[config.mk]
export PLATFORM = sky130hd
export DESIGN_NAME = sio_cfg_port
export DESIGN_NICKNAME = d
export VERILOG_FILES = /design/src/rtl/sio_cfg_pkg.sv /design/src/rtl/sio_key_matcher.sv /design/src/rtl/sio_global_regs.sv /design/src/rtl/sio_bank_port.sv /design/src/rtl/sio_cfg_port.sv
export SDC_FILE = /design/constraint.sdc
export NUM_CORES = 1
export LEC_CHECK = 0
export ABC_CLOCK_PERIOD_IN_PS = 1900
export BUFFER_PORTS_ARGS = -buffer_cell sky130_fd_sc_hd__buf_2
export CAP_MARGIN = 20
export CORE_MARGIN = 2
export CORE_UTILIZATION = 35
export CTS_CLUSTER_DIAMETER = 40
export DETAILED_ROUTE_END_ITERATION = 10
export GPL_TIMING_DRIVEN = 0
export PLACE_DENSITY = 0.62
export RECOVER_POWER = 25
export SETUP_SLACK_MARGIN = 0.05
export SYNTH_ARGS = -nofsm -noshare
export SYNTH_HDL_FRONTEND = slang
export SYNTH_SLANG_ARGS = --single-unit
[constraint.sdc]
create_clock -name clk -period 1.9 [get_ports clk]
set_input_delay 0.19 -clock clk [delete_from_list [all_inputs] [get_ports clk]]
set_output_delay 0.19 -clock clk [all_outputs]
set_load 0.005 [all_outputs]
[src/rtl/sio_cfg_pkg.sv]
package sio_cfg_pkg;
  localparam logic [7:0] IDX_EXIT    = 8'h02;
  localparam logic [7:0] IDX_LDN     = 8'h07;
  localparam logic [7:0] IDX_ID_HI   = 8'h20;
  localparam logic [7:0] IDX_ID_LO   = 8'h21;
  localparam logic [7:0] IDX_REV     = 8'h22;
  localparam logic [7:0] EXIT_CMD    = 8'h02;
  localparam logic [7:0] LOCKED_BYTE = 8'hFF;
endpackage

[src/rtl/sio_key_matcher.sv]
module sio_key_matcher #(
  parameter int KEY_LEN = 4,
  parameter logic [8*KEY_LEN-1:0] KEY = 32'h8701_5555
) (
  input  logic       clk,
  input  logic       rst_n,
  input  logic       clear,
  input  logic       wr_en,
  input  logic [7:0] wr_byte,
  output logic       hit
);
  localparam int STEP_W = (KEY_LEN > 1) ? $clog2(KEY_LEN) : 1;
  localparam logic [STEP_W-1:0] LAST_STEP = STEP_W'(KEY_LEN - 1);
  localparam logic [7:0] FIRST_BYTE = KEY[8*KEY_LEN-1 -: 8];

  logic [STEP_W-1:0] step_q, step_d;
  logic [7:0]        expect_byte;
  logic              match;

  // byte expected at the current step, first key byte in the top bits
  always_comb expect_byte = KEY[(KEY_LEN - 1 - int'(step_q)) * 8 +: 8];
  assign match = (wr_byte == expect_byte);
  assign hit   = wr_en && !clear && match && (step_q == LAST_STEP);

  always_comb begin
    step_d = step_q;
    if (clear) begin
      step_d = '0;
    end else if (wr_en) begin
      if (match) step_d = (step_q == LAST_STEP) ? '0 : step_q + 1'b1;
      else if (wr_byte == FIRST_BYTE) step_d = STEP_W'(1);
      else step_d = '0;
    end
  end

  always_ff @(posedge clk or negedge rst_n) begin
    if (!rst_n) step_q <= '0;
    else        step_q <= step_d;
  end
endmodule

[src/rtl/sio_global_regs.sv]
module sio_global_regs import sio_cfg_pkg::*; #(
  parameter logic [15:0] CHIP_ID  = 16'h5A17,
  parameter logic [3:0]  CHIP_REV = 4'h1,
  parameter int          LDN_W    = 8
) (
  input  logic             clk,
  input  logic             rst_n,
  input  logic             wr_en,
  input  logic [7:0]       idx,
  input  logic [7:0]       wdata,
  output logic [LDN_W-1:0] ldn,
  output logic [7:0]       rdata
);
  logic [LDN_W-1:0] ldn_q;

  always_ff @(posedge clk or negedge rst_n) begin
    if (!rst_n)                          ldn_q <= '0;
    else if (wr_en && idx == IDX_LDN)    ldn_q <= wdata[LDN_W-1:0];
  end

  always_comb begin
    unique case (idx)
      IDX_LDN:   rdata = 8'(ldn_q);
      IDX_ID_HI: rdata = CHIP_ID[15:8];
      IDX_ID_LO: rdata = CHIP_ID[7:0];
      IDX_REV:   rdata = {4'h0, CHIP_REV};
      default:   rdata = 8'h00;
    endcase
  end

  assign ldn = ldn_q;
endmodule

[src/rtl/sio_bank_port.sv]
module sio_bank_port #(
  parameter int LDN_W = 8
) (
  input  logic             clk,
  input  logic             rst_n,
  input  logic             issue_wr,
  input  logic             issue_rd,
  input  logic [7:0]       idx,
  input  logic [7:0]       wdata,
  input  logic [LDN_W-1:0] ldn,
  output logic             wr_stb,
  output logic             rd_stb,
  output logic [7:0]       addr,
  output logic [7:0]       wdata_q,
  output logic [LDN_W-1:0] ldn_q
);
  always_ff @(posedge clk or negedge rst_n) begin
    if (!rst_n) begin
      wr_stb  <= 1'b0;
      rd_stb  <= 1'b0;
      addr    <= '0;
      wdata_q <= '0;
      ldn_q   <= '0;
    end else begin
      wr_stb <= issue_wr;
      rd_stb <= issue_rd;
      if (issue_wr || issue_rd) begin
        addr  <= idx;
        ldn_q <= ldn;
      end
      if (issue_wr) wdata_q <= wdata;
    end
  end
endmodule

[src/rtl/sio_cfg_port.sv]
module sio_cfg_port import sio_cfg_pkg::*; #(
  parameter int                   KEY_LEN    = 4,
  parameter logic [8*KEY_LEN-1:0] UNLOCK_KEY = 32'h8701_5555,
  parameter logic [15:0]          CHIP_ID    = 16'h5A17,
  parameter logic [3:0]           CHIP_REV   = 4'h1,
  parameter logic [7:0]           BANK_BASE  = 8'h30,
  parameter int                   LDN_W      = 8
) (
  input  logic             clk,
  input  logic             rst_n,
  input  logic             req_valid,
  output logic             req_ready,
  input  logic             req_is_data,
  input  logic             req_write,
  input  logic [7:0]       req_wdata,
  output logic             rsp_valid,
  input  logic             rsp_ready,
  output logic [7:0]       rsp_data,
  output logic             bank_wr_stb,
  output logic             bank_rd_stb,
  output logic [7:0]       bank_addr,
  output logic [7:0]       bank_wdata,
  output logic [LDN_W-1:0] bank_ldn,
  input  logic [7:0]       bank_rdata
);
  logic             unlocked_q;
  logic [7:0]       idx_q;
  logic             rsp_valid_q;
  logic [7:0]       rsp_data_q;
  logic             rd_wait_q;

  logic             accept, idx_in_bank;
  logic             key_wr, idx_wr, data_wr, data_rd;
  logic             exit_cmd, glob_wr, bank_wr, bank_rd, imm_rd;
  logic             key_hit;
  logic [7:0]       glob_rdata, imm_data;
  logic [LDN_W-1:0] ldn;

  assign req_ready   = !rsp_valid_q && !rd_wait_q;
  assign accept      = req_valid && req_ready;
  assign idx_in_bank = (idx_q >= BANK_BASE);

  assign key_wr   = accept && !req_is_data && req_write && !unlocked_q;
  assign idx_wr   = accept && !req_is_data && req_write &&  unlocked_q;
  assign data_wr  = accept &&  req_is_data && req_write &&  unlocked_q;
  assign data_rd  = accept &&  req_is_data && !req_write;
  assign exit_cmd = data_wr && (idx_q == IDX_EXIT) && (req_wdata == EXIT_CMD);
  assign glob_wr  = data_wr && !idx_in_bank;
  assign bank_wr  = data_wr &&  idx_in_bank;
  assign bank_rd  = data_rd && unlocked_q && idx_in_bank;
  assign imm_rd   = accept && !req_write && !bank_rd;

  sio_key_matcher #(.KEY_LEN(KEY_LEN), .KEY(UNLOCK_KEY)) key_i (
    .clk     (clk),
    .rst_n   (rst_n),
    .clear   (exit_cmd),
    .wr_en   (key_wr),
    .wr_byte (req_wdata),
    .hit     (key_hit)
  );

  sio_global_regs #(.CHIP_ID(CHIP_ID), .CHIP_REV(CHIP_REV), .LDN_W(LDN_W)) glob_i (
    .clk   (clk),
    .rst_n (rst_n),
    .wr_en (glob_wr),
    .idx   (idx_q),
    .wdata (req_wdata),
    .ldn   (ldn),
    .rdata (glob_rdata)
  );

  sio_bank_port #(.LDN_W(LDN_W)) bank_i (
    .clk      (clk),
    .rst_n    (rst_n),
    .issue_wr (bank_wr),
    .issue_rd (bank_rd),
    .idx      (idx_q),
    .wdata    (req_wdata),
    .ldn      (ldn),
    .wr_stb   (bank_wr_stb),
    .rd_stb   (bank_rd_stb),
    .addr     (bank_addr),
    .wdata_q  (bank_wdata),
    .ldn_q    (bank_ldn)
  );

  always_comb begin
    if (!unlocked_q)       imm_data = LOCKED_BYTE;
    else if (!req_is_data) imm_data = idx_q;
    else                   imm_data = glob_rdata;
  end

  always_ff @(posedge clk or negedge rst_n) begin
    if (!rst_n) begin
      unlocked_q  <= 1'b0;
      idx_q       <= '0;
      rsp_valid_q <= 1'b0;
      rsp_data_q  <= '0;
      rd_wait_q   <= 1'b0;
    end else begin
      if (key_hit)       unlocked_q <= 1'b1;
      else if (exit_cmd) unlocked_q <= 1'b0;

      if (exit_cmd)    idx_q <= '0;
      else if (idx_wr) idx_q <= req_wdata;

      if (rd_wait_q) begin
        rsp_valid_q <= 1'b1;
        rsp_data_q  <= bank_rdata;
        rd_wait_q   <= 1'b0;
      end else if (imm_rd) begin
        rsp_valid_q <= 1'b1;
        rsp_data_q  <= imm_data;
      end else if (rsp_valid_q && rsp_ready) begin
        rsp_valid_q <= 1'b0;
      end

      if (bank_rd) rd_wait_q <= 1'b1;
    end
  end

  assign rsp_valid = rsp_valid_q;
  assign rsp_data  = rsp_data_q;
endmodule

Word level (Yosys, flattened, before mapping)

Index checks and enable logic that the tools add are counted.

$add $sub $neg: 2
Order comparisons: 1
Equal/unequal tests: 9
Shift-type cells: 1
Multiplexer cells: 18
Reductions and logical operators: 37

Operator list:

| kind                                                         | number |
|---|---|
| 2-to-1 mux 8 bit                                             | 6 |
| case mux 8 bit (4 select lines)                              | 1 |
| variable part select 32 x 32 -> 8 bit (first input constant) | 1 |
| == test 8 x 6 -> 1 bit (second input constant)               | 3 |
| logical AND 1 bit                                            | 23 |
| == test 8 x 2 -> 1 bit (second input constant)               | 2 |
| == test 8 x 3 -> 1 bit (second input constant)               | 1 |
| == test 8 bit                                                | 1 |
| == test 8 bit (second input constant)                        | 1 |
| >= comparator 8 x 6 -> 1 bit (second input constant)         | 1 |
| logical NOT 1 bit                                            | 8 |
| 2-to-1 mux 2 bit                                             | 4 |
| nonzero test 2 bit                                           | 4 |
| 2-to-1 mux 1 bit                                             | 7 |
| nonzero test 3 bit                                           | 1 |
| subtractor 2 x 2 -> 3 bit (first input constant)             | 1 |
| adder 2 x 1 -> 2 bit (second input constant)                 | 1 |
| == test 2 bit (second input constant)                        | 1 |
| logical OR 1 bit                                             | 1 |

Bits in registers: 55
Bits of input ports: 22
Output and inout bits: 36
Word-level logic and storage cells: 80

Longest topological paths before layout

Depth in word-level cells: 13
Depth in mapped cells: 7
Mapped depth without buffers: 7

Hierarchy

A second synthesis with hierarchy kept.

Cells, all modules: 213
Area, all modules: 2776.4 µm²

By module, submodules not included:

| module          | instances | cells each | area each (µm²) | seq. area each (µm²) |
|---|---|---|---|---|
| sio_cfg_port    | 1         | 91         | 1047.3          | 475.5 |
| sio_bank_port   | 1         | 53         | 1009.7          | 650.6 |
| sio_global_regs | 1         | 40         | 484.2           | 200.2 |
| sio_key_matcher | 1         | 29         | 235.2           | 50.0 |

Worst setup path before layout

OpenSTA, ideal clock, no wires.

Path kind: register to register
From: register idx_q[5]
To: register bank_i.addr[0]
Setup time: 0.128 ns
Data arrival time: 1.811 ns
Required time: 1.772 ns
Slack: -0.039 ns
Stages on the path, launching flop included: 7
Path buffers: 2
Period minus slack after synthesis: 1.939 ns
Path through: dfrtp_1 > a211o_1 > and3_1 > buf_2 > nor2_4 > buf_4 > mux2_1

Word-level cells in the longest chain between the ends: 3
Elaborated cells on any way between the ends: 4
Classes of those cells: order compare (1); reduce/logical (3)

RTL lines:

| element                      | line                | source |
|---|---|---|
| start: declaration           | sio_cfg_port.sv:27  | `logic [7:0] idx_q;` |
| start signal: assignment     | sio_cfg_port.sv:105 | `else if (idx_wr) idx_q <= req_wdata;` |
| >= comparator 8 x 6 -> 1 bit | sio_cfg_port.sv:41  | `assign idx_in_bank = (idx_q >= BANK_BASE);` |
| logical AND 1 bit            | sio_cfg_port.sv:49  | `assign bank_wr = data_wr && idx_in_bank;` |
| net bank_i.issue_wr          | sio_bank_port.sv:6  | `input logic issue_wr,` |
| logical OR 1 bit             | sio_bank_port.sv:27 | `if (issue_wr \|\| issue_rd) begin` |
| end signal: assignment       | sio_bank_port.sv:28 | `addr <= idx;` |
| end: declaration             | sio_bank_port.sv:13 | `output logic [7:0] addr,` |

The timed path passes the listed nets, and every way through them passes these cells.
A chain may end at the register's enable or synchronous reset.

Worst setup path in the final report

From: register rsp_valid_q, in the netlist rsp_valid
To: register rsp_data_q[6], in the netlist rsp_data[6]

Word-level cells in the longest chain between the ends: 10
Elaborated cells on any way between the ends: 11
Classes of those cells: reduce/logical (11)

RTL lines:

| element                               | line                | source |
|---|---|---|
| start: declaration                    | sio_cfg_port.sv:28  | `logic rsp_valid_q;` |
| start signal: assignment              | sio_cfg_port.sv:97  | `rsp_valid_q <= 1'b0;` |
| start signal: assignment              | sio_cfg_port.sv:108 | `rsp_valid_q <= 1'b1;` |
| start signal: assignment              | sio_cfg_port.sv:112 | `rsp_valid_q <= 1'b1;` |
| logical NOT 1 bit *                   | sio_cfg_port.sv:39  | `assign req_ready = !rsp_valid_q && !rd_wait_q;` |
| logical AND 1 bit *                   | sio_cfg_port.sv:39  |  |
| logical AND 1 bit *                   | sio_cfg_port.sv:40  | `assign accept = req_valid && req_ready;` |
| logical AND 1 bit (2 in series)       | sio_cfg_port.sv:46  | `assign data_rd = accept && req_is_data && !req_write;` |
| logical AND 1 bit (2 in series)       | sio_cfg_port.sv:50  | `assign bank_rd = data_rd && unlocked_q && idx_in_bank;` |
| logical NOT 1 bit                     | sio_cfg_port.sv:51  | `assign imm_rd = accept && !req_write && !bank_rd;` |
| logical AND 1 bit *                   | sio_cfg_port.sv:51  |  |
| nonzero test 2 bit (no source line) * | --                  |  |
| end signal: assignment                | sio_cfg_port.sv:109 | `rsp_data_q <= bank_rdata;` |
| end signal: assignment                | sio_cfg_port.sv:113 | `rsp_data_q <= imm_data;` |
| end: declaration                      | sio_cfg_port.sv:29  | `logic [7:0] rsp_data_q;` |

Every way passes the cells marked *; elsewhere a longest branch is shown, timed or not.

==> impl_metrics.tcl <==
set metrics [dict create \
    die_h_um 89.7 \
    ys_ff_latch 54 \
    drt_first_pass_iters 4 \
    avgSynthCellArea_um2 11.9 \
    instances_no_fill 392 \
    final-seq-area_um2 1360 \
    grt_use_met3 0.0260 \
    synth_area_leaders "dfrtp_1 (53%), mux2_1 (8.8%), mux2_2 (8.8%), nor2b_1 (1.9%), nor3_1 (1.8%)" \
    portBuffers 56 \
    drt-total-wl_mm 6.38 \
    top_usage_layer "met2" \
    cp_max_fo 5 \
    grt_pass1_vias 2024 \
    core_region_area_um2 7180 \
    clk_pin_slew_ps 90 \
    placed_cells_incl_taps 372 \
    cap_violations 0 \
    grt_util_met1 0.224 \
    syn_area_um2 2570 \
    violations "negative setup slack" \
    critPathLaunchType "flip-flop" \
    synthesis.nets 241 \
    drcViolationCount 0 \
    drt-initial-drc-count 127 \
    io_pins 58 \
    final_layout_size_suffix_gt1_frac 0.464 \
    routedWlPerCell_um 16.3 \
    ys_async_sr_fraction 1.00 \
    power_w 0.00365 \
    leakagePower_nw 1.56 \
    dieArea_um2 8050 \
    cts_tree "built" \
    vias 2051 \
    antenna_cells 0 \
    status "complete, but fails checks" \
    slew_viol_final 0 \
    via_per_inst 5.23 \
    required_ps 2080 \
    max_freq_mhz 514 \
    hold_violations 0 \
    worst_hold_slack_ps 82.7 \
    grt_max_degree 42 \
    crit_type "reg -> reg" \
    hold_class "in -> reg" \
    cp.arrival_ps 2130 \
    htreeDepth 2 \
    gr-usage-all-layers 0.164 \
    numCtsBuffers 5 \
    synth_ff_type "dfrtp_1" \
    grt_antenna_before_repair 0 \
    period_share 1.02 \
    grt_setup_unrepaired "true" \
    seq_area_frac_synth 0.526 \
    setup_ws_ps -45.2 \
    hpwl_mm 4.56 \
    setup_violations 21 \
    die-width_um 89.7 \
    crit_path_end_kind "flip-flop" \
    initial_core_util 0.358 \
    cts_root_buf "clkbuf_8" \
    multiInputGateArea_um2 1330 \
    use_met2 0.278 \
    synth_edf_count 0 \
    netlist.area_leader.share 0.526 \
    rows 31 \
    period_needed_ps 1950 \
    gr-total-overflow 0 \
    worst_pin_slew_ps 774 \
    ant_nets 0 \
    numClockSinks 54 \
    area_growth_syn_to_layout_pct 30.9 \
    powerDensity_nw_per_um2 1080 \
    place_congestion 0.857 \
    yosys.area.top_type "dfrtp_1" \
    grt_pass1_wl_mm 10.8 \
    yosys_warnings 0 \
    synth.distinct_cells 46 \
    slew_headroom 0.484 \
    nNetsFinal 318 \
    synthCells 216 \
    insertion_delay_ps 310 \
    skew_ps 7.70 \
    max-vdd-ir-drop_mv 0.360 \
    clockBufferDepth 2 \
    n_fill_cell 686 \
]
cells in the mapped netlist, drive strengths merged, types with 3 or more instances:
cell,n
a21oi,8
a221oi,3
a311oi,3
buf,4
clkbuf,3
dfrtp,54
ha,3
inv,9
mux2,40
nand2,11
nand3,7
nor2,11
nor2b,8
nor3,10
o21ai,6
o22ai,3
o31ai,4
or3,3
or4,3
layout by cell type (no fill, tap or decap), types with 4 or more instances in the layout:
cell / n
mux2_1: 13
buf_4: 11
dfrtp_2: 4
clkbuf_8: 5
buf_6: 4
a21oi_1: 6
nand2_1: 10
buf_2: 56
o21ai_0: 6
nor2b_1: 8
mux2_4: 14
inv_1: 9
clkbuf_1: 4
nor2_1: 7
nand3_1: 5
nor3_1: 7
dfrtp_1: 50
mux2_2: 13
area by class of cell:
cell class	count	share of cell area
timing repair buffer	71	0.120
clock inverter	1	0.00223
inverter	9	0.0100
clock buffer	6	0.0216
tap	99	0.0368
sequential	54	0.403
buffer	6	0.0104
multi-input combinational	146	0.395
logic make-up (layout without fill, tap and decap cells):
logic type / after synthesis / after routing / synth area share
DFF: 54 / 54 / 0.526
adders and majority gates: 3 / 3 / 0.0146
xor gates and xnor gates: 1 / 1 / 0.00341
buffers and inverters: 16 / 93 / 0.0258
muxes: 41 / 41 / 0.179
and+or+nand+nor: 67 / 67 / 0.151
AOI/OAI and AO/OA: 34 / 34 / 0.100
path summary, 6_finish.rpt:
check | cells after the start | to | slack, ps | startpoint
worst min-delay path | 3 | rsp_data[3] | 80 | bank_rdata[3]
min in group asynchronous | 2 | rsp_data[4] | 470 | rst_n
max in group asynchronous | 3 | idx_q[1] | 300 | rst_n
worst min register to register | 1 | bank_i.wdata_q[2] | 490 | bank_i.wdata_q[2]
worst max register to register | 5 | rsp_data[6] | -50 | rsp_valid
worst max-delay path | 5 | rsp_data[6] | -50 | rsp_valid
state kept, by name, summed over array words and instances, names as in the netlist:
register and flops:
bank_i.addr 8, bank_i.ldn_q 8, bank_i.wdata_q 8, glob_i.ldn 8, idx_q 8, rsp_data 8
key_i.step_q 2, bank_i.wr_stb 1, rd_wait_q 1, rsp_valid 1, unlocked_q 1
metal layers:
metal | part of all wire | vias up
met2 | 0.49 | 60
li1 | - | 953
met5 | 0 | -
met4 | 0.010 | 0
met3 | 0.042 | 10
met1 | 0.45 | 1028
worst max-delay path: stages (launching register included):
cell       delay (ps)
dfrtp_1           430
or4b_4            610
a2111oi_4         270
o31ai_2           150
a311oi_1          260
o31ai_1           120
stage by stage:
| step | setup WS, ps | instance area [µm²] | TNS [ps] | utilization |
|---|---|---|---|---|
| 6_report | -45.2 | 3360 | -362 | 0.469 |
| 5_1_grt | -120 | 3360 | -1670 | 0.469 |
| 4_1_cts | -47.2 | 3270 | -137 | 0.456 |
| 3_5_place_dp | -265 | 3010 | -5100 | 0.419 |
| 3_3_place_gp | -258 | 2990 | -4730 | 0.416 |
| 2_1_floorplan | 38.0 | 2580 | 0 | - |
where the power goes:
part	internal, W	switching, W	leakage [nW]
Sequential	0.00150	0.000281	0.676
Combinational	0.000688	0.000559	0.851
Clock	0.000254	0.000362	0.0373
what timing repair did:
action | CTS | global route
pin swaps | 3 | 4
resized for setup | 29 | 22
hold endpoints to repair | 13 | 0
buffers inserted | 8 | 4
setup endpoints to repair | 32 | 42
cloned | 1 | 0
hold buffers | 1 | 0
Power figures use the tool's default switching activity.
